### config.mk
export PLATFORM = sky130hd
export DESIGN_NAME = setcmp_unit
export DESIGN_NICKNAME = d
export VERILOG_FILES = /design/src/rtl/setcmp_pkg.sv /design/src/rtl/setcmp_target.sv /design/src/rtl/setcmp_eval.sv /design/src/rtl/setcmp_unit.sv
export SDC_FILE = /design/constraint.sdc
export NUM_CORES = 1
export LEC_CHECK = 0
export BUFFER_PORTS_ARGS = -buffer_cell sky130_fd_sc_hd__buf_2
export CORE_UTILIZATION = 35
export CTS_CLUSTER_SIZE = 40
export DETAILED_ROUTE_END_ITERATION = 8
export PLACE_DENSITY_LB_ADDON = 0.2
export SKIP_LAST_GASP = 1
export SLEW_MARGIN = 20
export SYNTH_ARGS = -nofsm -noshare
export SYNTH_HDL_FRONTEND = slang
export SYNTH_HIERARCHICAL = 1
export SYNTH_SLANG_ARGS = --single-unit
### constraint.sdc
create_clock -name clk -period 3.2 [get_ports clk]
set_clock_uncertainty 0.1 [all_clocks]
set_input_delay 0.64 -clock clk [delete_from_list [all_inputs] [get_ports clk]]
set_output_delay 0.64 -clock clk [all_outputs]
set_load 0.01 [all_outputs]
### src/rtl/setcmp_pkg.sv
package setcmp_pkg;

    typedef enum logic [3:0] {
        REL_NEVER  = 4'd0,
        REL_ALWAYS = 4'd1,
        REL_EQ     = 4'd2,
        REL_NE     = 4'd3,
        REL_LT     = 4'd4,
        REL_LE     = 4'd5,
        REL_GT     = 4'd6,
        REL_GE     = 4'd7,
        REL_LTU    = 4'd8,
        REL_LEU    = 4'd9,
        REL_GTU    = 4'd10,
        REL_GEU    = 4'd11,
        REL_LEZ    = 4'd12,
        REL_GTZ    = 4'd13,
        REL_LTZ    = 4'd14,
        REL_GEZ    = 4'd15
    } rel_e;

    typedef enum logic [1:0] {
        ST_IDLE = 2'd0,
        ST_SETC = 2'd1,
        ST_JUMP = 2'd2
    } stage_e;

endpackage

### src/rtl/setcmp_target.sv
module setcmp_target #(
    parameter int WIDTH = 32,
    parameter int OFF_W = 16
) (
    input  logic [WIDTH-1:0] pc,
    input  logic [OFF_W-1:0] off,
    output logic [WIDTH-1:0] target
);
    logic [WIDTH-1:0] off_ext;

    generate
        if (OFF_W >= WIDTH) begin : g_trunc
            assign off_ext = off[WIDTH-1:0];
        end else begin : g_sext
            assign off_ext = {{(WIDTH-OFF_W){off[OFF_W-1]}}, off};
        end
    endgenerate

    // Delay-slot PC plus the sign-extended word offset.
    assign target = pc + WIDTH'(1) + off_ext;
endmodule

### src/rtl/setcmp_eval.sv
module setcmp_eval
    import setcmp_pkg::*;
#(
    parameter int WIDTH = 32
) (
    input  rel_e             cond,
    input  logic [WIDTH-1:0] a,
    input  logic [WIDTH-1:0] b,
    output logic             holds
);
    logic eq, lt_s, lt_u, a_zero, a_neg;

    always_comb begin
        eq     = (a == b);
        lt_u   = (a < b);
        lt_s   = ($signed(a) < $signed(b));
        a_zero = (a == '0);
        a_neg  = a[WIDTH-1];
    end

    always_comb begin
        holds = 1'b0;
        unique case (cond)
            REL_NEVER:  holds = 1'b0;
            REL_ALWAYS: holds = 1'b1;
            REL_EQ:     holds = eq;
            REL_NE:     holds = !eq;
            REL_LT:     holds = lt_s;
            REL_LE:     holds = lt_s || eq;
            REL_GT:     holds = !lt_s && !eq;
            REL_GE:     holds = !lt_s;
            REL_LTU:    holds = lt_u;
            REL_LEU:    holds = lt_u || eq;
            REL_GTU:    holds = !lt_u && !eq;
            REL_GEU:    holds = !lt_u;
            REL_LEZ:    holds = a_neg || a_zero;
            REL_GTZ:    holds = !a_neg && !a_zero;
            REL_LTZ:    holds = a_neg;
            REL_GEZ:    holds = !a_neg;
            default:    holds = 1'b0;
        endcase
    end
endmodule

### src/rtl/setcmp_unit.sv
module setcmp_unit
    import setcmp_pkg::*;
#(
    parameter int WIDTH = 32,
    parameter int OFF_W = 16
) (
    input  logic             clk,
    input  logic             rst_n,
    input  logic             in_valid,
    input  logic             in_kind,
    input  logic [3:0]       in_cond,
    input  logic [WIDTH-1:0] in_a,
    input  logic [WIDTH-1:0] in_b,
    input  logic [WIDTH-1:0] in_pc,
    input  logic [OFF_W-1:0] in_off,
    output logic             res_valid,
    output logic [WIDTH-1:0] res_mask,
    output logic             jmp_valid,
    output logic             jmp_taken,
    output logic [WIDTH-1:0] jmp_target
);
    stage_e           state_q, state_d;
    rel_e             cond_q;
    logic [WIDTH-1:0] a_q, b_q, tgt_q, tgt_d;
    logic             holds;

    // Operand-decode stage: target formed here.
    setcmp_target #(.WIDTH(WIDTH), .OFF_W(OFF_W)) u_tgt (
        .pc(in_pc), .off(in_off), .target(tgt_d)
    );

    // Execute stage: relation evaluated on captured operands.
    setcmp_eval #(.WIDTH(WIDTH)) u_eval (
        .cond(cond_q), .a(a_q), .b(b_q), .holds(holds)
    );

    always_comb begin
        state_d = ST_IDLE;
        if (in_valid) state_d = in_kind ? ST_JUMP : ST_SETC;
    end

    // State register and stage operands.
    always_ff @(posedge clk) begin
        if (!rst_n) begin
            state_q <= ST_IDLE;
            cond_q  <= REL_NEVER;
            a_q     <= '0;
            b_q     <= '0;
            tgt_q   <= '0;
        end else begin
            state_q <= state_d;
            if (in_valid) begin
                cond_q <= rel_e'(in_cond);
                a_q    <= in_a;
                b_q    <= in_b;
                tgt_q  <= tgt_d;
            end
        end
    end

    // Output registers driven from the execute-stage state.
    always_ff @(posedge clk) begin
        if (!rst_n) begin
            res_valid  <= 1'b0;
            res_mask   <= '0;
            jmp_valid  <= 1'b0;
            jmp_taken  <= 1'b0;
            jmp_target <= '0;
        end else begin
            res_valid  <= 1'b0;
            res_mask   <= '0;
            jmp_valid  <= 1'b0;
            jmp_taken  <= 1'b0;
            jmp_target <= '0;
            unique case (state_q)
                ST_IDLE: ;
                ST_SETC: begin
                    res_valid <= 1'b1;
                    res_mask  <= {WIDTH{holds}};
                end
                ST_JUMP: begin
                    jmp_valid  <= 1'b1;
                    jmp_taken  <= holds;
                    jmp_target <= tgt_q;
                end
                default: ;
            endcase
        end
    end

    // a set result is a uniform mask
    p_mask_uniform_r2: assert property (@(posedge clk) disable iff (!rst_n)
        res_valid |-> (res_mask == '0 || res_mask == '1));

    // idle output cycles carry zeros
    p_idle_zero_r8: assert property (@(posedge clk) disable iff (!rst_n)
        !res_valid |-> (res_mask == '0));

    // the two forms never report together
    p_one_form_r9: assert property (@(posedge clk) disable iff (!rst_n)
        !(res_valid && jmp_valid));

    // taken only alongside a decision
    p_taken_gated_r7: assert property (@(posedge clk) disable iff (!rst_n)
        jmp_taken |-> jmp_valid);

    // a branch in execute reports on the next edge
    p_jump_reports_r5: assert property (@(posedge clk) disable iff (!rst_n)
        (state_q == ST_JUMP) |=> (jmp_valid && !res_valid));

    // never and always are fixed outcomes
    p_never_always_r3: assert property (@(posedge clk) disable iff (!rst_n)
        (state_q == ST_JUMP && (cond_q == REL_NEVER || cond_q == REL_ALWAYS))
        |=> (jmp_taken == $past(cond_q == REL_ALWAYS)));

    // target follows the strobed pc and offset
    p_target_r6: assert property (@(posedge clk) disable iff (!rst_n)
        jmp_valid |-> (jmp_target == $past(in_pc, 2) + WIDTH'(1)
                       + WIDTH'($signed($past(in_off, 2)))));
endmodule

==> results.sh, run 1 <==
export IMPL_outcome="completed"
export IMPL_io_pins=187
export IMPL_cts_made_buffers=17
export IMPL_p_leak_nw=4.57
export IMPL_n_antenna_cell=0
export IMPL_clock_sinks=138
export IMPL_required_ns=3.43
export IMPL_ys_seq_elements=138
export IMPL_arrival_ns=3.06
export IMPL_dp_hpwl_um=14200
export IMPL_ys_types=74
export IMPL_cts_resized=0
export IMPL_start_util_pct=35.8
export IMPL_dr_pass1_iters=4
export IMPL_end_kind="flop"
export IMPL_yosysSeqAreaShare_pct=34.0
export IMPL_synthCells=856
export IMPL_fin_crit_ns=2.83
export IMPL_async_reset_ff_share_pct=0
export IMPL_gp_congestion=0.872
export IMPL_fmax_mhz=353
export IMPL_post_cts_setup_buffers=0
export IMPL_grt_pass1_wl_um=30100
export IMPL_drt_wl_total_um=18900
export IMPL_core_area_um2=22700
export IMPL_grt_total_usage_pct=15.9
export IMPL_area_growth_syn_to_layout_pct=19.9
export IMPL_syn_area_um2=8140
export IMPL_worst_path_buf_inv=1
export IMPL_cp_max_fo=7
export IMPL_slowest_stage="ha_1"
export IMPL_cts_path_max_buffers=2
export IMPL_wl_per_cell_um=14.4
export IMPL_ant_nets=0
export IMPL_cts_root_buf="clkbuf_16"
export IMPL_htreeDepth=4
export IMPL_layout_drive_gt1_share_pct=25.2
export IMPL_dieArea_um2=23900
export IMPL_drcViolationCount=0
export IMPL_rsz0062_at_grt="false"
export IMPL_setup_viol=0
export IMPL_clk_latency_ns=0.42
export IMPL_cp_top_family="simple AND/OR/NAND/NOR gates"
export IMPL_synth_warnings=6
export IMPL_critPathLaunchType="flop"
export IMPL_tightest_slew_ns=0.630
export IMPL_cp_cell_sequence="inv_1, ha_1, nand4_4, nor4_2, and2_1, a311oi_2, nor4b_1, a211oi_2, o211ai_1, nand2_1, nor3b_1"
export IMPL_die_w_um=154
export IMPL_critPathKind="flop to flop"
export IMPL_grt_pass1_vias=6069
export IMPL_drt_iter0_markers=231
export IMPL_ir_drop_mv=0.326
export IMPL_path_clk_slew_ns=0.06
export IMPL_die_h_um=154
export IMPL_cts_tree="done"
export IMPL_p_per_area_nw_per_um2=513
export IMPL_via_count=6291
export IMPL_fin_nets=1198
export IMPL_io_buffers=186
export IMPL_fin_crit_sh_pct=88.6
export IMPL_fin_setup_tns_ns=0
export IMPL_maxCapViolCount=0
export IMPL_power_total_mw=5.01
export IMPL_report_final_slew_viol_count=0
export IMPL_vias_per_cell=4.79
export IMPL_hp_class="primary input to flop"
export IMPL_max_slew_margin_pct=58.0
export IMPL_rows=55
export IMPL_slowest_delay_ns=0.43
export IMPL_holdBufCountCts=0
export IMPL_hold_viol_final=0
export IMPL_antenna_found_initial=0
export IMPL_dp_cells=1280
export IMPL_fin_ws_ns=0.366
export IMPL_grt_overflow_total=0
export IMPL_grt_max_degree=51
export IMPL_instances_no_fill=1312
export IMPL_synth_fp_nets=1040
export IMPL_place_worst_setup_slack_ns=0.0288
export IMPL_synthFlopType="dfxtp_1"
export IMPL_avgSynthCellArea_um2=9.51
export IMPL_synth_edf_count=0
export IMPL_timing_hold_ws_ns=0.291
==> final timing paths <==
| path | slack [ns] | cells past startpoint | to | startpoint |
|---|---|---|---|---|
| worst max-delay path | 0.37 | 11 | res_mask[0] | b_q[31] |
| worst min-delay path | 0.29 | 2 | state_q[0] | in_kind |
| worst min register to register | 0.35 | 1 | jmp_target[2] | tgt_q[2] |
| worst max register to register | 0.37 | 11 | res_mask[0] | b_q[31] |
==> routing by layer <==
layer	global-route usage, %	vias up	part of all wire, %
met2	27.1	135	47
met5	0	-	0
met4	5.00	0	1.5
li1	-	3293	-
met3	3.56	23	3.9
met1	19.9	2840	48
==> per-stage QoR <==
step	area [µm²]	util (%)
6_report	9760	43.0
5_1_grt	9760	43.0
4_1_cts	9750	42.9
3_5_place_dp	9110	40.1
3_3_place_gp	9110	40.1
2_1_floorplan	8140	-
==> cell usage after synthesis (3+ instances only) <==
cell / n / area share (%)
a211oi_1: 4 / 0.37
a21o_1: 16 / 1.5
a21oi_1: 44 / 2.7
a31oi_1: 4 / 0.31
and2_1: 37 / 2.8
and3_1: 6 / 0.46
and3b_1: 3 / 0.32
buf_4: 34 / 3.1
buf_8: 7 / 1.3
clkbuf_1: 20 / 0.92
dfxtp_1: 138 / 34
ha_1: 63 / 9.7
inv_1: 48 / 2.2
mux2i_1: 100 / 12
nand2_1: 27 / 1.2
nand2b_1: 8 / 0.62
nand3_1: 14 / 0.86
nand3b_1: 5 / 0.46
nand4_1: 18 / 1.4
nor2_1: 11 / 0.51
nor2b_1: 104 / 8.0
nor3_1: 7 / 0.43
nor3b_1: 5 / 0.46
nor4_1: 10 / 0.77
o211ai_1: 7 / 0.65
o21ai_0: 18 / 1.1
o21ai_1: 9 / 0.55
o21bai_1: 5 / 0.46
o22ai_1: 3 / 0.23
o31a_1: 3 / 0.32
xnor2_1: 19 / 2.0
xor2_1: 7 / 0.75
==> final cells by class <==
| cell class | count | area (µm²) |
|---|---|---|
| clock buffer | 22 | 484 |
| fill | 2292 | 12900 |
| timing repair buffer | 206 | 1100 |
| tap | 285 | 357 |
| inverter | 48 | 180 |
| multi-input combinational | 603 | 4710 |
| clock inverter | 10 | 163 |
| sequential | 138 | 2760 |
==> power by group <==
group,total [mW],switching (mW),leakage [nW],internal [mW]
clock,2.14,0.754,0.313,1.39
combinational,0.975,0.512,3.13,0.463
sequential,1.89,0.0642,1.13,1.82
==> worst reg2reg max path: cells and delay by family, from the launching register on <==
family | cells | cell delay [ns]
and+or+nand+nor | 6 | 1.57
adders and majority gates | 1 | 0.43
DFF | 1 | 0.33
AOI/OAI and AO/OA | 3 | 0.28
buffers and inverters | 1 | 0.05
==> cells in the final DEF, fill, tap and decap left out, types with 3 or more instances in the layout <==
cell | netlist | routed
clkbuf_8 | 0 | 4
nor3b_1 | 5 | 5
o22ai_1 | 3 | 3
nor2b_1 | 104 | 104
and3_1 | 6 | 6
o211ai_1 | 7 | 7
nand2b_1 | 8 | 8
nand3_1 | 14 | 14
o31a_1 | 3 | 3
and3b_1 | 3 | 3
bufinv_16 | 0 | 4
a21o_1 | 16 | 16
dfxtp_1 | 138 | 138
a211oi_1 | 4 | 4
inv_1 | 48 | 48
and2_1 | 37 | 37
o21ai_0 | 18 | 18
buf_2 | 2 | 185
a31oi_1 | 4 | 4
buf_4 | 34 | 19
a21oi_1 | 44 | 44
nor2_1 | 11 | 11
clkbuf_16 | 0 | 17
nor4_1 | 10 | 10
nor3_1 | 7 | 7
xnor2_1 | 19 | 19
o21ai_1 | 9 | 9
nand2_1 | 27 | 27
o21bai_1 | 5 | 5
nand4_1 | 18 | 18
nand3b_1 | 5 | 5
xor2_1 | 7 | 7
mux2i_1 | 100 | 100
ha_1 | 63 | 63
==> state kept, by name (all words and copies together), names as in the netlist <==
| signal | count |
|---|---|
| a_q | 32 |
| b_q | 32 |
| jmp_target | 32 |
| tgt_q | 32 |
| cond_q | 4 |
| state_q | 2 |
| jmp_taken | 1 |
| jmp_valid | 1 |
| res_mask | 1 |
| res_valid | 1 |
==> kinds of logic (layout without fill, tap and decap cells) <==
logic type,count (synthesis),after routing,share of synthesized area [%]
simple gates,266,266,19.8
compound gates,147,147,13.1
flops,138,138,34.0
buf+inv,115,286,8.20
mux,100,100,12.3
fa+ha+maj,64,64,9.93
xor+xnor,26,26,2.80
(Power assumes the default switching activity.)
==> inputs of run 2 (changes only) <==
REMOVE_ABC_BUFFERS = 1   (was unset)
==> run 2 against run 1 <==
Critical path depth unchanged. Largest cell class unchanged. Global-route usage increased by 0.73 points. Combinational power increased by 0.4%. Sequential cell count unchanged. Power decreased by 1.0%. Sequential share of layout area increased by 0.080 points. Routed wire length increased by 2.6%.
==> results.sh, run 2 (synthesized netlist as in run 1, its figures left out) <==
export IMPL_cts_root_buf="clkbuf_16"
export IMPL_fin_nets=1196
export IMPL_report_final_slew_viol_count=0
export IMPL_final_common_cell="buf_2"
export IMPL_grt_pass1_wl_um=31700
export IMPL_fin_crit_ns=2.93
export IMPL_io_pins=187
export IMPL_hp_class="primary input to flop"
export IMPL_ff2ff_setup_slack_ns=0.27
export IMPL_switching_power_mw=1.37
export IMPL_fin_setup_tns_ns=0
export IMPL_io_buffers=186
export IMPL_via_count=6361
export IMPL_grt_pass1_vias=6296
export IMPL_cts_resized=0
export IMPL_rsz0062_at_grt="false"
export IMPL_grt_total_usage_pct=16.7
export IMPL_wl_per_cell_um=14.8
export IMPL_core_area_um2=22700
export IMPL_timing_hold_ws_ns=0.294
export IMPL_vias_per_cell=4.86
export IMPL_grt_overflow_total=0
export IMPL_cts_made_buffers=17
export IMPL_clk_latency_ns=0.41
export IMPL_die_w_um=154
export IMPL_fillers=2290
export IMPL_clock_sinks=138
export IMPL_cts_path_max_buffers=2
export IMPL_min_to="state_q[0]"
export IMPL_reg2reg_from="b_q[21]"
export IMPL_required_ns=3.40
export IMPL_arrival_ns=3.13
export IMPL_die_h_um=154
export IMPL_power_frac_seq_pct=38.1
export IMPL_area_growth_syn_to_layout_pct=19.6
export IMPL_start_util_pct=35.8
export IMPL_post_cts_setup_buffers=0
export IMPL_holdBufCountCts=0
export IMPL_instances_no_fill=1310
export IMPL_dieArea_um2=23900
export IMPL_dp_hpwl_um=14900
export IMPL_drt_wl_total_um=19400
export IMPL_slowest_delay_ns=0.41
export IMPL_hold_viol_final=0
export IMPL_dp_cells=1278
export IMPL_p_sw_share_pct=27.6
export IMPL_end_kind="flop"
export IMPL_max_slew_margin_pct=53.7
export IMPL_worstHoldPathCells=2
export IMPL_outcome="completed"
export IMPL_p_int_mw=3.59
export IMPL_p_leak_nw=4.55
export IMPL_critPathLaunchType="flop"
export IMPL_ant_nets=0
export IMPL_crit_top_cell="o21ai_1"
export IMPL_ir_drop_mv=0.199
export IMPL_antenna_found_initial=0
export IMPL_post_route_util_pct=42.9
export IMPL_drcViolationCount=0
export IMPL_p_per_area_nw_per_um2=509
export IMPL_reg2reg_depth=11
export IMPL_fmax_mhz=341
export IMPL_dr_pass1_iters=4
export IMPL_drt_iter0_markers=167
export IMPL_comb_power_share_pct=19.8
export IMPL_gp_congestion=0.873
export IMPL_rows=55
export IMPL_slowest_stage="a221oi_1"
export IMPL_tightest_slew_ns=0.693
export IMPL_maxCapViolCount=0
export IMPL_htreeDepth=4
export IMPL_layout_drive_gt1_share_pct=25.1
export IMPL_rr_endpoint="res_mask[0]"
export IMPL_grt_max_degree=59
export IMPL_cp_cell_sequence="inv_1, ha_1, a21oi_1, o21ai_1, a221oi_1, o21ai_1, or2_1, o31a_1, o211ai_1, nand2_1, nor3b_1"
export IMPL_critPathKind="flop to flop"
export IMPL_cp_max_fo=5
export IMPL_fin_crit_sh_pct=91.6
export IMPL_final_cell_mix="buf_2 (185), dfxtp_1 (138), nor2b_1 (104)"
export IMPL_path_clk_slew_ns=0.06
export IMPL_clkPwrFrac_pct=42.1
export IMPL_cts_tree="done"
export IMPL_n_antenna_cell=0
export IMPL_worstHoldStart="in_kind"
export IMPL_setup_viol=0
==> run 2: per-stage QoR <==
step | power [mW] | area, µm² | setup slack [ns]
finish | 4.95 | 9730 | 0.267
global placement | 2.91 | 9100 | 0.0138
detailed placement | 2.91 | 9100 | 0.00830
CTS | 5.03 | 9730 | 0.289
global route | 5.23 | 9730 | 0.0601
floorplan | 2.57 | 7650 | 0.134
==> run 2: layer usage <==
metal	vias up	share of wire (%)	wire [µm]	global-route usage (%)
li1	3293	-	-	-
met1	2892	49	9430	21.3
met2	159	46	8910	27.9
met3	17	3.9	746	3.45
met4	0	1.5	282	5.19
met5	-	0	0	0
==> run 2: worst max path at each step <==
stage / end / startpoint / slack (ns) / cells after the start
detailed placement: tgt_q[30] / in_pc[0] / 0.008 / 15
finish: res_mask[0] / b_q[21] / 0.27 / 11
floorplan: res_mask[0] / res_mask[0] / 0.13 / 0
global placement: tgt_q[31] / in_off[15] / 0.01 / 11
CTS: res_mask[0] / b_q[26] / 0.29 / 11
global route: res_mask[0] / b_q[21] / 0.06 / 11
==> run 2: power groups by stage <==
| stage | combinational (mW) | clock [mW] | sequential, mW |
|---|---|---|---|
| after detailed placement | 0.983 | 0 | 1.93 |
| after CTS | 0.989 | 2.15 | 1.89 |
| after floorplan | 0.658 | 0 | 1.91 |
| after global placement | 0.981 | 0 | 1.93 |
| after global routing | 1.09 | 2.23 | 1.90 |
| final | 0.979 | 2.09 | 1.89 |
==> run 2: final cells by class <==
type	count	area, µm²	share of cell area (%)
Clock buffer	20	467	4.80
Tap cell	285	357	3.66
Clock inverter	12	161	1.66
Timing Repair Buffer	204	1100	11.3
Inverter	48	180	1.85
Multi-Input combinational cell	603	4710	48.4
Sequential cell	138	2760	28.4
==> run 2: critical path: cells and delay by family, from the launching register on <==
kind	cells	cell delay, ns
buffers and inverters	1	0.05
DFF	1	0.34
AOI/OAI and AO/OA	6	1.36
adders and majority gates	1	0.29
and+or+nand+nor	3	0.68
==> inputs of run 3 (changes only) <==
CORE_MARGIN = 5   (was unset)
MAX_ROUTING_LAYER = met4   (was unset)
==> run 3 against run 2 <==
Via count increased by 0.46%. Critical endpoint is now jmp_taken. First-iteration DRC count increased by 26%. Hold slack got worse by 0.0021 ns.
==> results.sh, run 3 (synthesized netlist as in run 1, its figures left out) <==
export IMPL_cts_path_max_buffers=2
export IMPL_cp_max_fo=5
export IMPL_critPathKind="flop to flop"
export IMPL_fin_crit_ns=2.86
export IMPL_cts_tree="done"
export IMPL_htreeDepth=4
export IMPL_vias_per_cell=4.76
export IMPL_tightest_slew_ns=0.687
export IMPL_fin_crit_sh_pct=89.4
export IMPL_cts_made_buffers=17
export IMPL_outcome="completed"
export IMPL_io_pins=187
export IMPL_io_buffers=186
export IMPL_fmax_mhz=350
export IMPL_gp_congestion=0.922
export IMPL_grt_max_degree=54
export IMPL_required_ns=3.43
export IMPL_layout_drive_gt1_share_pct=25.2
export IMPL_end_kind="flop"
export IMPL_drt_iter0_markers=210
export IMPL_start_util_pct=35.7
export IMPL_wl_per_cell_um=14.8
export IMPL_cts_resized=0
export IMPL_design_area_um2=9820
export IMPL_p_leak_nw=4.57
export IMPL_fin_nets=1199
export IMPL_path_clk_slew_ns=0.06
export IMPL_fin_setup_tns_ns=0
export IMPL_arrival_ns=3.09
export IMPL_die_w_um=162
export IMPL_dr_pass1_iters=4
export IMPL_report_final_slew_viol_count=0
export IMPL_clk_latency_ns=0.41
export IMPL_drcViolationCount=0
export IMPL_ir_drop_mv=0.255
export IMPL_grt_pass1_wl_um=32100
export IMPL_core_area_um2=22800
export IMPL_grt_overflow_total=0
export IMPL_grt_pass1_vias=6257
export IMPL_setup_viol=0
export IMPL_final_cell_mix="buf_2 (185), dfxtp_1 (138), nor2b_1 (104)"
export IMPL_p_per_area_nw_per_um2=518
export IMPL_grt_total_usage_pct=15.5
export IMPL_rows=55
export IMPL_dp_hpwl_um=15100
export IMPL_antenna_found_initial=1
export IMPL_maxCapViolCount=0
export IMPL_max_slew_margin_pct=54.2
export IMPL_hp_class="primary input to flop"
export IMPL_post_cts_setup_buffers=0
export IMPL_critPathLaunchType="flop"
export IMPL_cts_root_buf="clkbuf_16"
export IMPL_final_common_cell="buf_2"
export IMPL_area_growth_syn_to_layout_pct=20.7
export IMPL_rsz0062_at_grt="false"
export IMPL_holdBufCountCts=0
export IMPL_drt_wl_total_um=19900
export IMPL_hold_viol_final=0
export IMPL_place_area_um2=9160
export IMPL_ant_nets=0
export IMPL_dieArea_um2=26400
export IMPL_die_h_um=162
export IMPL_via_count=6390
export IMPL_clock_sinks=138
==> run 3: cell types whose count changed in the layout (fill, tap and decap cells not counted) <==
| cell | before | now |
|---|---|---|
| buf_4 | 16 | 19 |
| bufinv_16 | 3 | 5 |
| clkbuf_1 | 0 | 1 |
| clkbuf_8 | 3 | 1 |
| clkinv_2 | 1 | 0 |
| clkinvlp_4 | 3 | 4 |
| diode_2 | 0 | 1 |
| inv_6 | 4 | 3 |
==> run 3: critical path: stages (launching register included) <==
cell and delay (ns):
dfxtp_1 0.34, inv_1 0.05, ha_1 0.28, a21oi_1 0.15, o21ai_1 0.10, a221oi_1 0.44
o21ai_1 0.22, or2_1 0.30, o31a_1 0.28, o211ai_1 0.18, nand2_1 0.10, nor3b_1 0.23
==> run 3: through the flow <==
stage / std cells / setup slack, ns / hold slack (ns) / util, % / total power [mW]
5_1_grt: 1342 / 0.0520 / 0.292 / 43.1 / 5.36
2_1_floorplan: 789 / 0.134 / 0.317 / - / 2.57
3_5_place_dp: 1309 / 0.0478 / 0.340 / 40.2 / 2.91
3_3_place_gp: 1309 / 0.0509 / 0.336 / 40.2 / 2.91
6_report: 1342 / 0.339 / 0.292 / 43.1 / 5.08
4_1_cts: 1341 / 0.336 / 0.266 / 43.1 / 5.17
==> run 3: cell type report <==
class                           count  area [µm²]
Clock inverter                     13         215
Inverter                           48         180
Antenna cell                        1        2.50
Tap cell                          313         392
Sequential cell                   138        2760
Multi-Input combinational cell    603        4710
Timing Repair Buffer              207        1120
Fill cell                        2288       13000
Clock buffer                       19         443
==> run 3: final timing paths <==
check,startpoint,end,slack [ns],cells past startpoint
worst min-delay path,in_kind,state_q[0],0.29,2
worst max register to register,b_q[21],jmp_taken,0.34,11
worst min register to register,tgt_q[10],jmp_target[10],0.35,1
worst max-delay path,b_q[21],jmp_taken,0.34,11
==> run 3: routing by layer <==
layer,track usage [%],vias to the layer above,wire (µm)
li1,-,3306,-
met1,19.8,2889,9420
met2,25.0,177,9170
met3,3.16,18,1000
met4,4.58,0,307
met5,-,-,0
==> run 3: power by group <==
group	internal [mW]	switching (mW)	leakage, nW
combinational	0.467	0.517	3.13
sequential	1.82	0.0648	1.13
clock	1.41	0.797	0.307
